`src/rtl/cdt_pkg.sv`:
```
package cdt_pkg;

    localparam int unsigned CDT_IVL_W    = 16;
    localparam int unsigned CDT_AVG_LOG2 = 4;

    typedef enum logic [1:0] {
        ST_IDLE,
        ST_START,
        ST_WAIT,
        ST_DELAY
    } cdt_state_e;

    typedef enum logic [1:0] {
        FIRE_NONE,
        FIRE_STARTUP,
        FIRE_SCHED,
        FIRE_FORCED
    } fire_kind_e;

    typedef struct packed {
        cdt_state_e next;
        fire_kind_e fire;
        logic       accept_zc;
        logic       load_delay;
    } cdt_step_t;

    function automatic logic fire_is_strobe(fire_kind_e k);
        return k != FIRE_NONE;
    endfunction

    function automatic logic fire_records(fire_kind_e k);
        return (k == FIRE_SCHED) || (k == FIRE_FORCED);
    endfunction

endpackage

```
`src/rtl/cdt_ivl_counter.sv`:
```
module cdt_ivl_counter #(
    parameter int unsigned W = 16
) (
    input  logic         clk,
    input  logic         rst,
    input  logic         hold_i,
    input  logic         restart_i,
    output logic [W-1:0] count_o
);
    localparam logic [W-1:0] TOP = {W{1'b1}};

    logic [W-1:0] cnt_q;

    always_ff @(posedge clk) begin
        if (rst || hold_i) begin
            cnt_q <= '0;
        end else if (restart_i) begin
            cnt_q <= W'(1);
        end else if (cnt_q != TOP) begin
            cnt_q <= cnt_q + W'(1);
        end
    end

    assign count_o = cnt_q;
endmodule

```
`src/rtl/cdt_avg_window.sv`:
```
module cdt_avg_window #(
    parameter int unsigned W    = 16,
    parameter int unsigned LOG2 = 4
) (
    input  logic         clk,
    input  logic         rst,
    input  logic         preload_i,
    input  logic [W-1:0] preload_val_i,
    input  logic         push_i,
    input  logic [W-1:0] push_val_i,
    output logic [W-1:0] half_mean_o
);
    localparam int unsigned DEPTH = 1 << LOG2;
    localparam int unsigned SUM_W = W + LOG2;

    logic [W-1:0]     slot_q [DEPTH];
    logic [LOG2-1:0]  wr_ptr_q;
    logic [SUM_W-1:0] sum_q;
    logic [W-1:0]     leaving;

    assign leaving = slot_q[wr_ptr_q];

    for (genvar g = 0; g < DEPTH; g++) begin : g_slot
        always_ff @(posedge clk) begin
            if (rst || preload_i) begin
                slot_q[g] <= preload_val_i;
            end else if (push_i && (wr_ptr_q == LOG2'(g))) begin
                slot_q[g] <= push_val_i;
            end
        end
    end

    always_ff @(posedge clk) begin
        if (rst || preload_i) begin
            wr_ptr_q <= '0;
            sum_q    <= SUM_W'(preload_val_i) << LOG2;
        end else if (push_i) begin
            wr_ptr_q <= wr_ptr_q + LOG2'(1);
            sum_q    <= sum_q + SUM_W'(push_val_i) - SUM_W'(leaving);
        end
    end

    // mean / 2 == sum >> (LOG2 + 1)
    assign half_mean_o = {1'b0, sum_q[SUM_W-1:LOG2+1]};
endmodule

```
`src/rtl/cdt_sync_track.sv`:
```
module cdt_sync_track #(
    parameter int unsigned HIT_RUN  = 6,
    parameter int unsigned MISS_RUN = 6
) (
    input  logic clk,
    input  logic rst,
    input  logic clear_i,
    input  logic hit_i,
    input  logic miss_i,
    output logic synced_o
);
    localparam int unsigned HW = $clog2(HIT_RUN + 1);
    localparam int unsigned MW = $clog2(MISS_RUN + 1);
    localparam logic [HW-1:0] HIT_LAST  = HW'(HIT_RUN - 1);
    localparam logic [HW-1:0] HIT_TOP   = HW'(HIT_RUN);
    localparam logic [MW-1:0] MISS_LAST = MW'(MISS_RUN - 1);
    localparam logic [MW-1:0] MISS_TOP  = MW'(MISS_RUN);

    logic [HW-1:0] hits_q;
    logic [MW-1:0] misses_q;
    logic          synced_q;

    always_ff @(posedge clk) begin
        if (rst || clear_i) begin
            hits_q   <= '0;
            misses_q <= '0;
            synced_q <= 1'b0;
        end else if (hit_i) begin
            misses_q <= '0;
            if (hits_q != HIT_TOP) hits_q <= hits_q + HW'(1);
            if (hits_q == HIT_LAST) synced_q <= 1'b1;
        end else if (miss_i) begin
            hits_q <= '0;
            if (misses_q != MISS_TOP) misses_q <= misses_q + MW'(1);
            if (misses_q == MISS_LAST) synced_q <= 1'b0;
        end
    end

    assign synced_o = synced_q;
endmodule

```
`src/rtl/cdt_commutation_timer.sv`:
```
module cdt_commutation_timer
    import cdt_pkg::*;
#(
    parameter int unsigned IVL_W       = CDT_IVL_W,
    parameter int unsigned AVG_LOG2    = CDT_AVG_LOG2,
    parameter int unsigned STARTUP_IVL = 1000,
    parameter int unsigned SYNC_HITS   = 6,
    parameter int unsigned SYNC_MISSES = 6,
    parameter int unsigned MIN_TIMEOUT = 2
) (
    input  logic             clk,
    input  logic             rst,
    input  logic             run_en_i,
    input  logic             zc_event_i,
    input  logic [IVL_W-1:0] timeout_lim_i,
    output logic             commutate_o,
    output logic             filt_clr_o,
    output logic             synced_o
);
    localparam logic [IVL_W-1:0] START_LIM = IVL_W'(STARTUP_IVL);
    localparam logic [IVL_W-1:0] FLOOR_LIM = IVL_W'(MIN_TIMEOUT);

    cdt_state_e       state_q;
    cdt_step_t        step;
    logic [IVL_W-1:0] dly_q;
    logic [IVL_W-1:0] ivl_cnt;
    logic [IVL_W-1:0] half_mean;
    logic [IVL_W-1:0] eff_lim;
    logic             strobe_q;
    logic             clr_q;
    logic             idle_now;

    assign eff_lim  = (timeout_lim_i < FLOOR_LIM) ? FLOOR_LIM : timeout_lim_i;
    assign idle_now = (state_q == ST_IDLE);

    always_comb begin
        step.next       = state_q;
        step.fire       = FIRE_NONE;
        step.accept_zc  = 1'b0;
        step.load_delay = 1'b0;
        unique case (state_q)
            ST_IDLE: begin
                step.next = ST_START;
            end
            ST_START: begin
                if (zc_event_i) begin
                    step.accept_zc  = 1'b1;
                    step.load_delay = 1'b1;
                    step.next       = ST_DELAY;
                end else if (ivl_cnt >= START_LIM) begin
                    step.fire = FIRE_STARTUP;
                end
            end
            ST_WAIT: begin
                if (zc_event_i) begin
                    step.accept_zc  = 1'b1;
                    step.load_delay = 1'b1;
                    step.next       = ST_DELAY;
                end else if (ivl_cnt >= eff_lim) begin
                    step.fire = FIRE_FORCED;
                end
            end
            ST_DELAY: begin
                if (dly_q <= IVL_W'(1)) begin
                    step.fire = FIRE_SCHED;
                    step.next = ST_WAIT;
                end
            end
            default: step.next = ST_IDLE;
        endcase
        if (!run_en_i) begin
            step.next       = ST_IDLE;
            step.fire       = FIRE_NONE;
            step.accept_zc  = 1'b0;
            step.load_delay = 1'b0;
        end
    end

    always_ff @(posedge clk) begin
        if (rst) begin
            state_q  <= ST_IDLE;
            dly_q    <= '0;
            strobe_q <= 1'b0;
            clr_q    <= 1'b0;
        end else begin
            state_q  <= step.next;
            strobe_q <= fire_is_strobe(step.fire);
            clr_q    <= fire_is_strobe(step.fire);
            if (step.load_delay) begin
                dly_q <= half_mean;
            end else if (state_q == ST_DELAY && dly_q != '0) begin
                dly_q <= dly_q - IVL_W'(1);
            end
        end
    end

    cdt_ivl_counter #(
        .W(IVL_W)
    ) u_ivl (
        .clk      (clk),
        .rst      (rst),
        .hold_i   (idle_now),
        .restart_i(fire_is_strobe(step.fire)),
        .count_o  (ivl_cnt)
    );

    cdt_avg_window #(
        .W   (IVL_W),
        .LOG2(AVG_LOG2)
    ) u_avg (
        .clk          (clk),
        .rst          (rst),
        .preload_i    (idle_now),
        .preload_val_i(START_LIM),
        .push_i       (fire_records(step.fire)),
        .push_val_i   (ivl_cnt),
        .half_mean_o  (half_mean)
    );

    cdt_sync_track #(
        .HIT_RUN (SYNC_HITS),
        .MISS_RUN(SYNC_MISSES)
    ) u_sync (
        .clk     (clk),
        .rst     (rst),
        .clear_i (idle_now || !run_en_i),
        .hit_i   (step.accept_zc),
        .miss_i  (step.fire == FIRE_FORCED),
        .synced_o(synced_o)
    );

    assign commutate_o = strobe_q;
    assign filt_clr_o  = clr_q;
endmodule

```
`config.mk`:
```
export PLATFORM = sky130hd
export DESIGN_NAME = cdt_commutation_timer
export DESIGN_NICKNAME = d
export VERILOG_FILES = /design/src/rtl/cdt_pkg.sv /design/src/rtl/cdt_ivl_counter.sv /design/src/rtl/cdt_avg_window.sv /design/src/rtl/cdt_sync_track.sv /design/src/rtl/cdt_commutation_timer.sv
export SDC_FILE = /design/constraint.sdc
export NUM_CORES = 1
export LEC_CHECK = 0
export CELL_PAD_IN_SITES_DETAIL_PLACEMENT = 0
export CELL_PAD_IN_SITES_GLOBAL_PLACEMENT = 1
export CORE_UTILIZATION = 56
export DETAILED_ROUTE_END_ITERATION = 16
export GPL_TIMING_DRIVEN = 0
export MAX_ROUTING_LAYER = met4
export PLACE_DENSITY_LB_ADDON = 0.1
export SLEW_MARGIN = 25
export SYNTH_ARGS = -nofsm -noshare
export SYNTH_HDL_FRONTEND = slang
export SYNTH_SLANG_ARGS = --single-unit
export TNS_END_PERCENT = 20
```
`constraint.sdc`:
```
create_clock -name clk -period 7.6 [get_ports clk]
set_input_delay 1.14 -clock clk [delete_from_list [all_inputs] [get_ports clk]]
set_output_delay 1.14 -clock clk [all_outputs]
set_load 0.1 [all_outputs]
```
# Yosys cells after proc, flatten, opt, wreduce, memory -nomap -nowiden

Memories as Yosys holds them, arrays and structs flattened. A register that Yosys moved wholly into a read port is not among the register bits.
Cells that the tools add are included.
W data, S select, Z words.

Bits in writable memories: 256
Output and inout port bits: 3
ROM bits: 0
Flip-flop bits (word level): 66
Bits in latches: 0
Word-level logic and storage cells: 199
Memories: 1

Memory list:

| memory       | words | width | read ports | clocked after memory_dff | wr ports | RTL line             | source |
|---|---|---|---|---|---|---|---|
| u_avg.slot_q | 16    | 16    | 1          | 1                        | 16       | cdt_avg_window.sv:16 | `logic [W-1:0] slot_q [DEPTH];` |

$add $sub $neg: 7
Equal/unequal tests: 29
Div/mod/pow operators: 0
Bitwise operators: 17
Order comparisons: 4
Shift-type cells: 0
Multiplexer cells: 91
Reduce and logical (&&, ||, !) cells: 39
Multiply operators: 0

Operators with widths:

| kind                    | count |
|---|---|
| $mux W16                | 17 |
| $mux W1                 | 57 |
| $eq A4 B4 Y1 const B    | 8 |
| $mux W15                | 2 |
| $add A20 B16 Y20        | 1 |
| $sub A20 B16 Y20        | 1 |
| $logic_and A1 B1 Y1     | 17 |
| $add A16 B1 Y16 const B | 1 |
| $eq A4 B3 Y1 const B    | 4 |
| $ge A16 B10 Y1 const B  | 1 |
| $ge A16 B16 Y1          | 1 |
| $le A16 B1 Y1 const B   | 1 |
| $lt A16 B2 Y1 const B   | 1 |
| $mux W4                 | 4 |
| $ne A16 B16 Y1 const B  | 1 |
| $or A1 B1 Y1            | 16 |
| $reduce_bool A16 Y1     | 1 |
| $sub A16 B1 Y16 const B | 1 |
| $mux W2                 | 6 |
| $pmux W2 S3             | 2 |
| $reduce_bool A2 Y1      | 5 |
| $reduce_or A2 Y1        | 5 |
| $mux W3                 | 3 |
| $eq A2 B2 Y1 const B    | 4 |
| other kinds (16)        | 27 |

# Logic depth before layout (Yosys ltp)

Gate-level depths: netlist of run 1.

Word-level depth: 14
Mapped depth: 17
Mapped depth without buffers: 15

# Cells and area by module

Synthesis of run 1 repeated with hierarchy kept, for this count alone.

Cells, all modules: 1691
Area total of the unflattened synthesis: 18440.2 um^2

Modules (own cells, without submodules):

| module                | area an instance (um^2) | instances | sequential area each (um^2) | cells each |
|---|---|---|---|---|
| cdt_avg_window        | 15421.0                 | 1         | 8408.1                      | 1326 |
| cdt_commutation_timer | 1773.0                  | 1         | 380.4                       | 221 |
| cdt_ivl_counter       | 833.3                   | 1         | 320.3                       | 99 |
| cdt_sync_track        | 412.9                   | 1         | 140.1                       | 45 |

# Worst setup path before layout of run 1

Ideal clock, no wire load.

Kind: input-to-reg
Start: in timeout_lim_i[8]
End: mem u_avg.slot_q[15][0], enable pin
Path slack: 2901 ps
Stages on the path: 12
Setup time: 411 ps
Required time: 7189 ps
Arrival time: 4288 ps
Path buffers: 1
Cell sequence: nor4_1 -> nand4_1 -> and2_1 -> ha_1 -> nand2b_1 -> a2111oi_0 -> o31ai_1 -> a211oi_1 -> nor3_4 -> buf_2 -> nand2_1 -> o21ai_0

RTL lines:

| element            | RTL line                    | source |
|---|---|---|
| start: declaration | cdt_commutation_timer.sv:15 | `input logic [IVL_W-1:0] timeout_lim_i,` |
| end: declaration   | cdt_avg_window.sv:16        |  |

==> impl_metrics.env, run 1 <==
export IMPL_syn_area_um2=16230
export IMPL_fin_skew_ns=0.01534
export IMPL_cp_start_kind="register"
export IMPL_clock_fmax_mhz=175.7
export IMPL_async_flop_share=0
export IMPL_groute_usage_overall=0.3251
export IMPL_ctsHoldBuffers=0
export IMPL_p_leak_nw=6.157
export IMPL_setup_viol=0
export IMPL_endpoint_kind="register"
export IMPL_rsz0062_at_grt="no"
export IMPL_ys_warn_count=0
export IMPL_cts_tree="built"
export IMPL_die_x_um=172.3
export IMPL_min_delay_path_class="reg2reg"
export IMPL_antennaDiodeCount=0
export IMPL_r2r_end="u_avg.sum_q[19]$_SDFFE_PP0N_"
export IMPL_grt_max_degree=17
export IMPL_viasPerCell=6.309
export IMPL_path_class="reg2reg"
export IMPL_drtAntennaViolNets=0
export IMPL_start_util=0.5763
export IMPL_drt_initial_drc_count=1258
export IMPL_cts_sinks=326
export IMPL_cts_buffers=36
export IMPL_area_delta_synth_final_pct=13.57
export IMPL_cp_required_ns=8.04
export IMPL_drv_cap=0
export IMPL_rr_worst_depth=15
export IMPL_synth_top_cell_area_share=0.4736
export IMPL_min_delay_start="u_avg.sum_q[4]$_SDFFE_PP0N_"
export IMPL_ys_types=56
export IMPL_layout_worst_path_cycle_share=0.7490
export IMPL_synth_edf_count=256
export IMPL_vdd_ir_drop_max_uv=209.3
export IMPL_post_synth_cell_area_avg_um2=12.20
export IMPL_die_h_um=172.3
export IMPL_worst_slack_ns=1.908
export IMPL_postSynthCellCount=1331
export IMPL_grt_overflow=0
export IMPL_critPathMaxFanout=10
export IMPL_r2r_slack_ns=1.91
export IMPL_clock_path_buffers=3
export IMPL_slowest_stage="buf_1"
export IMPL_place_ws_ns=1.877
export IMPL_grt_first_pass_wirelength_um=67760
export IMPL_drive_gt1_frac=0.1294
export IMPL_cp_cell_sequence="clkbuf_1, buf_1, mux4_2, mux4_2, fa_1, inv_1, ha_1, a211oi_1, o21ai_0, nand3_1, o221a_2, o211a_1, nor4b_1, o21ai_0, o31ai_1"
export IMPL_post_route_min_period_ns=5.692
export IMPL_vias=11410
export IMPL_root_buffer="clkbuf_16"
export IMPL_hold_depth=2
export IMPL_cp_arrival_ns=6.13
export IMPL_tns_ns=0
export IMPL_antenna_found_initial=0
export IMPL_drv_slew=0
export IMPL_boundaryPins=23
export IMPL_rows=61
export IMPL_htreeDepth=2
export IMPL_drc=0
export IMPL_post_cts_buffers=0
export IMPL_max_slew_margin=0.3156
export IMPL_ys_seq_elements=326
export IMPL_syn_nets=1423
export IMPL_portBuffers=22
export IMPL_core_area_um2=28160
export IMPL_grt_pass1_vias=11230
export IMPL_post_drt_wl_per_cell_um=24.60
export IMPL_ys_top_cells_by_area="edfxtp_1 47%, mux4_2 11%, dfxtp_1 8.6%"
export IMPL_drt_total_wl_um=44480
export IMPL_post_cts_resized=0
export IMPL_worst_pin_slew_ns=1.027
export IMPL_worst_hold_path_endpoint="u_avg.sum_q[4]$_SDFFE_PP0N_"
export IMPL_ys_seq_area_frac=0.5599
export IMPL_nNetsFinal=1494
export IMPL_dp_hpwl_um=31240
export IMPL_drtPass1Iterations=7
export IMPL_status="finished clean"
export IMPL_synth_main_ff_cell="edfxtp_1"
export IMPL_yosysTopAreaCell="edfxtp_1"
export IMPL_worstSkewPairLatency_ns=0.53
export IMPL_power_density_nw_per_um2=215.5
export IMPL_slowest_delay_ns=0.79
export IMPL_hold_violations=0
export IMPL_path_clk_slew_ns=0.06
export IMPL_gp_congestion=0.8909
export IMPL_holdWs_ns=0.4744
export IMPL_die_area_um2=29670
[cell families (layout without fill, tap and decap cells)]
logic type / count (synthesis) / in the layout / synth area share
AOI/OAI and AO/OA: 144 / 144 / 0.05943
xor gates and xnor gates: 41 / 41 / 0.02212
adders and majority gates: 72 / 72 / 0.06290
buffers and inverters: 189 / 288 / 0.04417
DFF: 326 / 326 / 0.5599
muxes: 90 / 90 / 0.1172
and+or+nand+nor: 469 / 469 / 0.1343
[cells in the final DEF (no fill, tap or decap), types with 10 or more instances in the layout]
cell type and n:
ha_1 56, clkinv_1 11, nor3_1 174, nor2_1 85, inv_1 85, o21a_1 11, mux4_2 80, o211ai_1 10
dfxtp_1 70, edfxtp_1 256, clkbuf_16 37, xnor2_1 35, o21ai_0 16, nand3_1 14, nand4_1 15, a21oi_1 29
a211oi_1 20, clkbuf_1 78, fa_1 16, clkdlybuf4s50_1 22, mux2i_1 10, nand2_1 135
[metal layers]
| layer | share of wire | vias up | GRT usage |
|---|---|---|---|
| li1 | - | 5075 | - |
| met1 | 0.40 | 5689 | 0.4373 |
| met2 | 0.47 | 551 | 0.5039 |
| met3 | 0.094 | 91 | 0.05859 |
| met4 | 0.031 | 0 | 0.1066 |
| met5 | 0 | - | - |
[registers in the layout, indices dropped and copies added, names as in the netlist, named ones only]
| register | count |
|---|---|
| dly_q | 16 |
| filt_clr_o | 1 |
| state_q | 2 |
| u_avg.slot_q | 256 |
| u_avg.sum_q | 20 |
| u_avg.wr_ptr_q | 4 |
| u_ivl.count_o | 16 |
| u_sync.hits_q | 3 |
| u_sync.misses_q | 3 |
| u_sync.synced_o | 1 |
[stage by stage]
step           power [W]  area, um2    util  instances
6_report        0.003972      18430  0.6545       1808
5_1_grt         0.004062      18430  0.6545       1808
4_1_cts         0.003976      18430  0.6544       1808
3_5_place_dp    0.002149      17170  0.6098       1742
3_3_place_gp    0.002141      16930  0.6010       1731
2_1_floorplan   0.002086      16230       -       1331
[worst max-delay path, delay by kind of cell (launching register included)]
kind,cells,cell delay (ns)
buffers and inverters,3,1.41
muxes,2,1.24
and+or+nand+nor,2,0.56
adders and majority gates,2,0.85
AOI/OAI and AO/OA,6,1.21
DFF,1,0.33
[area by class of cell]
cell class,instances,area (um2)
sequential,326,9089
tap,378,473.0
fill,2167,9729
clock inverter,19,252.7
multi-input combinational,816,6539
inverter,100,375.4
timing repair buffer,33,355.3
clock buffer,47,1003
buffer,89,346.6
[synth_stat cells (all sizes together) (17+ instances only)]
master  number
edfxtp     256
nor3       175
nand2      135
inv         94
nor2        85
mux4        80
clkbuf      72
dfxtp       70
ha          56
xnor2       35
o21ai       32
a21oi       29
a211oi      20
buf         17
[power breakdown]
group          total (W)  leakage (nW)  internal [W]  switching (W)
registers        0.00196          3.18       0.00195      0.0000137
logic           0.000150          2.37     0.0000581      0.0000918
clock network    0.00186         0.613       0.00114       0.000720
total            0.00397          6.16       0.00315       0.000826
[worst max path at each step]
stage / from / end / slack, ns / depth (start not counted)
global route: register / u_avg.sum_q[19]$_SDFFE_PP0N_ / 1.52 / 15
detailed placement: register / u_avg.sum_q[19]$_SDFFE_PP0N_ / 1.88 / 15
finish: register / u_avg.sum_q[19]$_SDFFE_PP0N_ / 1.91 / 15
global placement: timeout_lim_i[8] / u_avg.slot_q[13][10]$_SDFFCE_PN0P_ / 0.53 / 13
CTS: register / u_avg.sum_q[19]$_SDFFE_PP0N_ / 1.85 / 15
floorplan: timeout_lim_i[8] / u_avg.slot_q[15][0]$_SDFFCE_PN0P_ / 2.90 / 12
Power figures use the tool's default switching activity.
==> run 2, diff against run 1 <==
Settings changed: CORE_UTILIZATION 56 to 52.
Clock period 7.6 ns to 5.5 ns, I/O delays scaled along.
==> run 2 against run 1 <==
Die area grew 7.6%; routed wire length grew 1.2%; critical path depth shrank 1; via count shrank 1.4%; critical path type unchanged; largest power group unchanged.
==> impl_metrics.env, run 2 (synthesis gave the netlist of run 1 again) <==
export IMPL_post_drt_wl_per_cell_um=24.62
export IMPL_top_regs="u_avg.slot_q x256, u_avg.sum_q x20"
export IMPL_cp_arrival_ns=5.63
export IMPL_multi_input_area_um2=6554
export IMPL_critPathMaxFanout=10
export IMPL_cp_required_ns=5.88
export IMPL_boundaryPins=23
export IMPL_grt_overflow=0
export IMPL_cts_tree="built"
export IMPL_cts_buffers=36
export IMPL_largest_register_ffs=256
export IMPL_vias=11250
export IMPL_drive_gt1_frac=0.1323
export IMPL_path_class="reg2reg"
export IMPL_drv_cap=0
export IMPL_clock_path_buffers=3
export IMPL_drt_total_wl_um=45000
export IMPL_max_slew_margin=0.3415
export IMPL_drtAntennaViolNets=0
export IMPL_status="finished clean"
export IMPL_start_util=0.5293
export IMPL_min_delay_path_class="reg2reg"
export IMPL_hold_violations=0
export IMPL_rows=64
export IMPL_final_cell_mix="256 x edfxtp_1, 174 x nor3_1, 135 x nand2_1, 85 x inv_1, 85 x nor2_1"
export IMPL_use_met2=0.4511
export IMPL_ctsHoldBuffers=0
export IMPL_fillCellCount=2501
export IMPL_clock_fmax_mhz=190.6
export IMPL_drtPass1Iterations=5
export IMPL_tns_ns=0
export IMPL_nNetsFinal=1495
export IMPL_setup_viol=0
export IMPL_htreeDepth=2
export IMPL_vdd_ir_drop_max_uv=234.5
export IMPL_grt_pass1_vias=10930
export IMPL_top_register="u_avg.slot_q"
export IMPL_dp_hpwl_um=31970
export IMPL_fin_skew_ns=0.02023
export IMPL_drt_initial_drc_count=1104
export IMPL_busiest_layer="met2"
export IMPL_fin_cells=1828
export IMPL_gp_congestion=0.8848
export IMPL_antenna_found_initial=3
export IMPL_endpoint_kind="register"
export IMPL_power_density_nw_per_um2=281.6
export IMPL_rsz0062_at_grt="no"
export IMPL_worst_pin_slew_ns=0.9877
export IMPL_worst_slack_ns=0.2531
export IMPL_place_ws_ns=-0.2703
export IMPL_root_buffer="clkbuf_16"
export IMPL_die_x_um=178.7
export IMPL_worstSkewPairLatency_ns=0.52
export IMPL_die_h_um=178.7
export IMPL_met3_usage=0.05937
export IMPL_core_area_um2=30670
export IMPL_grt_max_degree=17
export IMPL_dp_cells=1762
export IMPL_portBuffers=22
export IMPL_cp_start_kind="register"
export IMPL_use_met1=0.4083
export IMPL_groute_usage_overall=0.3033
export IMPL_mostFrequentLayoutCell="edfxtp_1"
export IMPL_area_delta_synth_final_pct=13.36
export IMPL_grt_first_pass_wirelength_um=67300
export IMPL_p_leak_nw=6.124
export IMPL_viasPerCell=6.153
export IMPL_regArea_um2=9090
export IMPL_post_route_min_period_ns=5.247
export IMPL_cts_sinks=326
export IMPL_holdWs_ns=0.4783
export IMPL_path_clk_slew_ns=0.06
export IMPL_drc=0
export IMPL_layout_worst_path_cycle_share=0.9540
export IMPL_final_util=0.6000
export IMPL_die_area_um2=31920
export IMPL_drv_slew=0
run 2: cell types whose count changed in the layout (fill, tap and decap cells not counted), moves of 3 or more:
cell	delta
buf_1	-3
bufinv_16	-5
clkdlybuf4s15_2	+5
clkbuf_2	+3
diode_2	+3
clkbuf_8	-3
run 2: stage by stage:
step,area (um2),power (W)
3_3_place_gp,16950,0.002960
5_1_grt,18400,0.005305
6_report,18400,0.005182
4_1_cts,18380,0.005195
3_5_place_dp,17270,0.002978
2_1_floorplan,16230,0.002882
run 2: final cells by class:
type,instances,area share
buffer,88,0.02088
antenna,3,0.0004080
sequential,326,0.4940
clock buffer,47,0.05175
multi-input combinational,816,0.3562
tap,396,0.02693
inverter,100,0.02040
timing repair buffer,35,0.02271
clock inverter,17,0.006732
run 2: power breakdown:
part           internal [W]  switching, W
sequential          0.00269     0.0000189
clock               0.00127      0.000981
combinational     0.0000846      0.000129
total               0.00405       0.00113
run 2: what timing repair did:
item,CTS,global route
pin swaps,0,0
setup endpoints to repair,8,1
gates cloned,0,0
setup buffers,0,0
resized for setup,10,13
run 2: worst paths after layout:
check | slack, ns | to | cells after the start | from
setup / recovery | 0.25 | u_avg.sum_q[18]$_SDFFE_PP0N_ | 14 | register
hold / removal | 0.48 | u_avg.sum_q[4]$_SDFFE_PP0N_ | 2 | u_avg.sum_q[4]$_SDFFE_PP0N_
setup reg to reg | 0.25 | u_avg.sum_q[18]$_SDFFE_PP0N_ | 14 | register
hold reg to reg | 0.48 | u_avg.sum_q[4]$_SDFFE_PP0N_ | 2 | u_avg.sum_q[4]$_SDFFE_PP0N_
run 2: worst max-delay path, cell delays in order, from the launching register on:
cell and delay (ns):
dfxtp_1 0.31, clkbuf_1 0.57, clkbuf_1 0.71, mux4_2 0.46
mux4_2 0.56, fa_1 0.50, inv_1 0.04, ha_1 0.39
a21o_1 0.20, a2111oi_0 0.45, o211ai_1 0.19, a31oi_1 0.31
nor2b_1 0.10, o2111ai_1 0.19, o211ai_1 0.12
run 2: metal layers:
| metal | wire [um] | vias to the layer above |
|---|---|---|
| met2 | 20570 | 518 |
| met4 | 1993 | 0 |
| li1 | - | 5075 |
| met1 | 18360 | 5546 |
| met3 | 4081 | 108 |
| met5 | 0 | - |
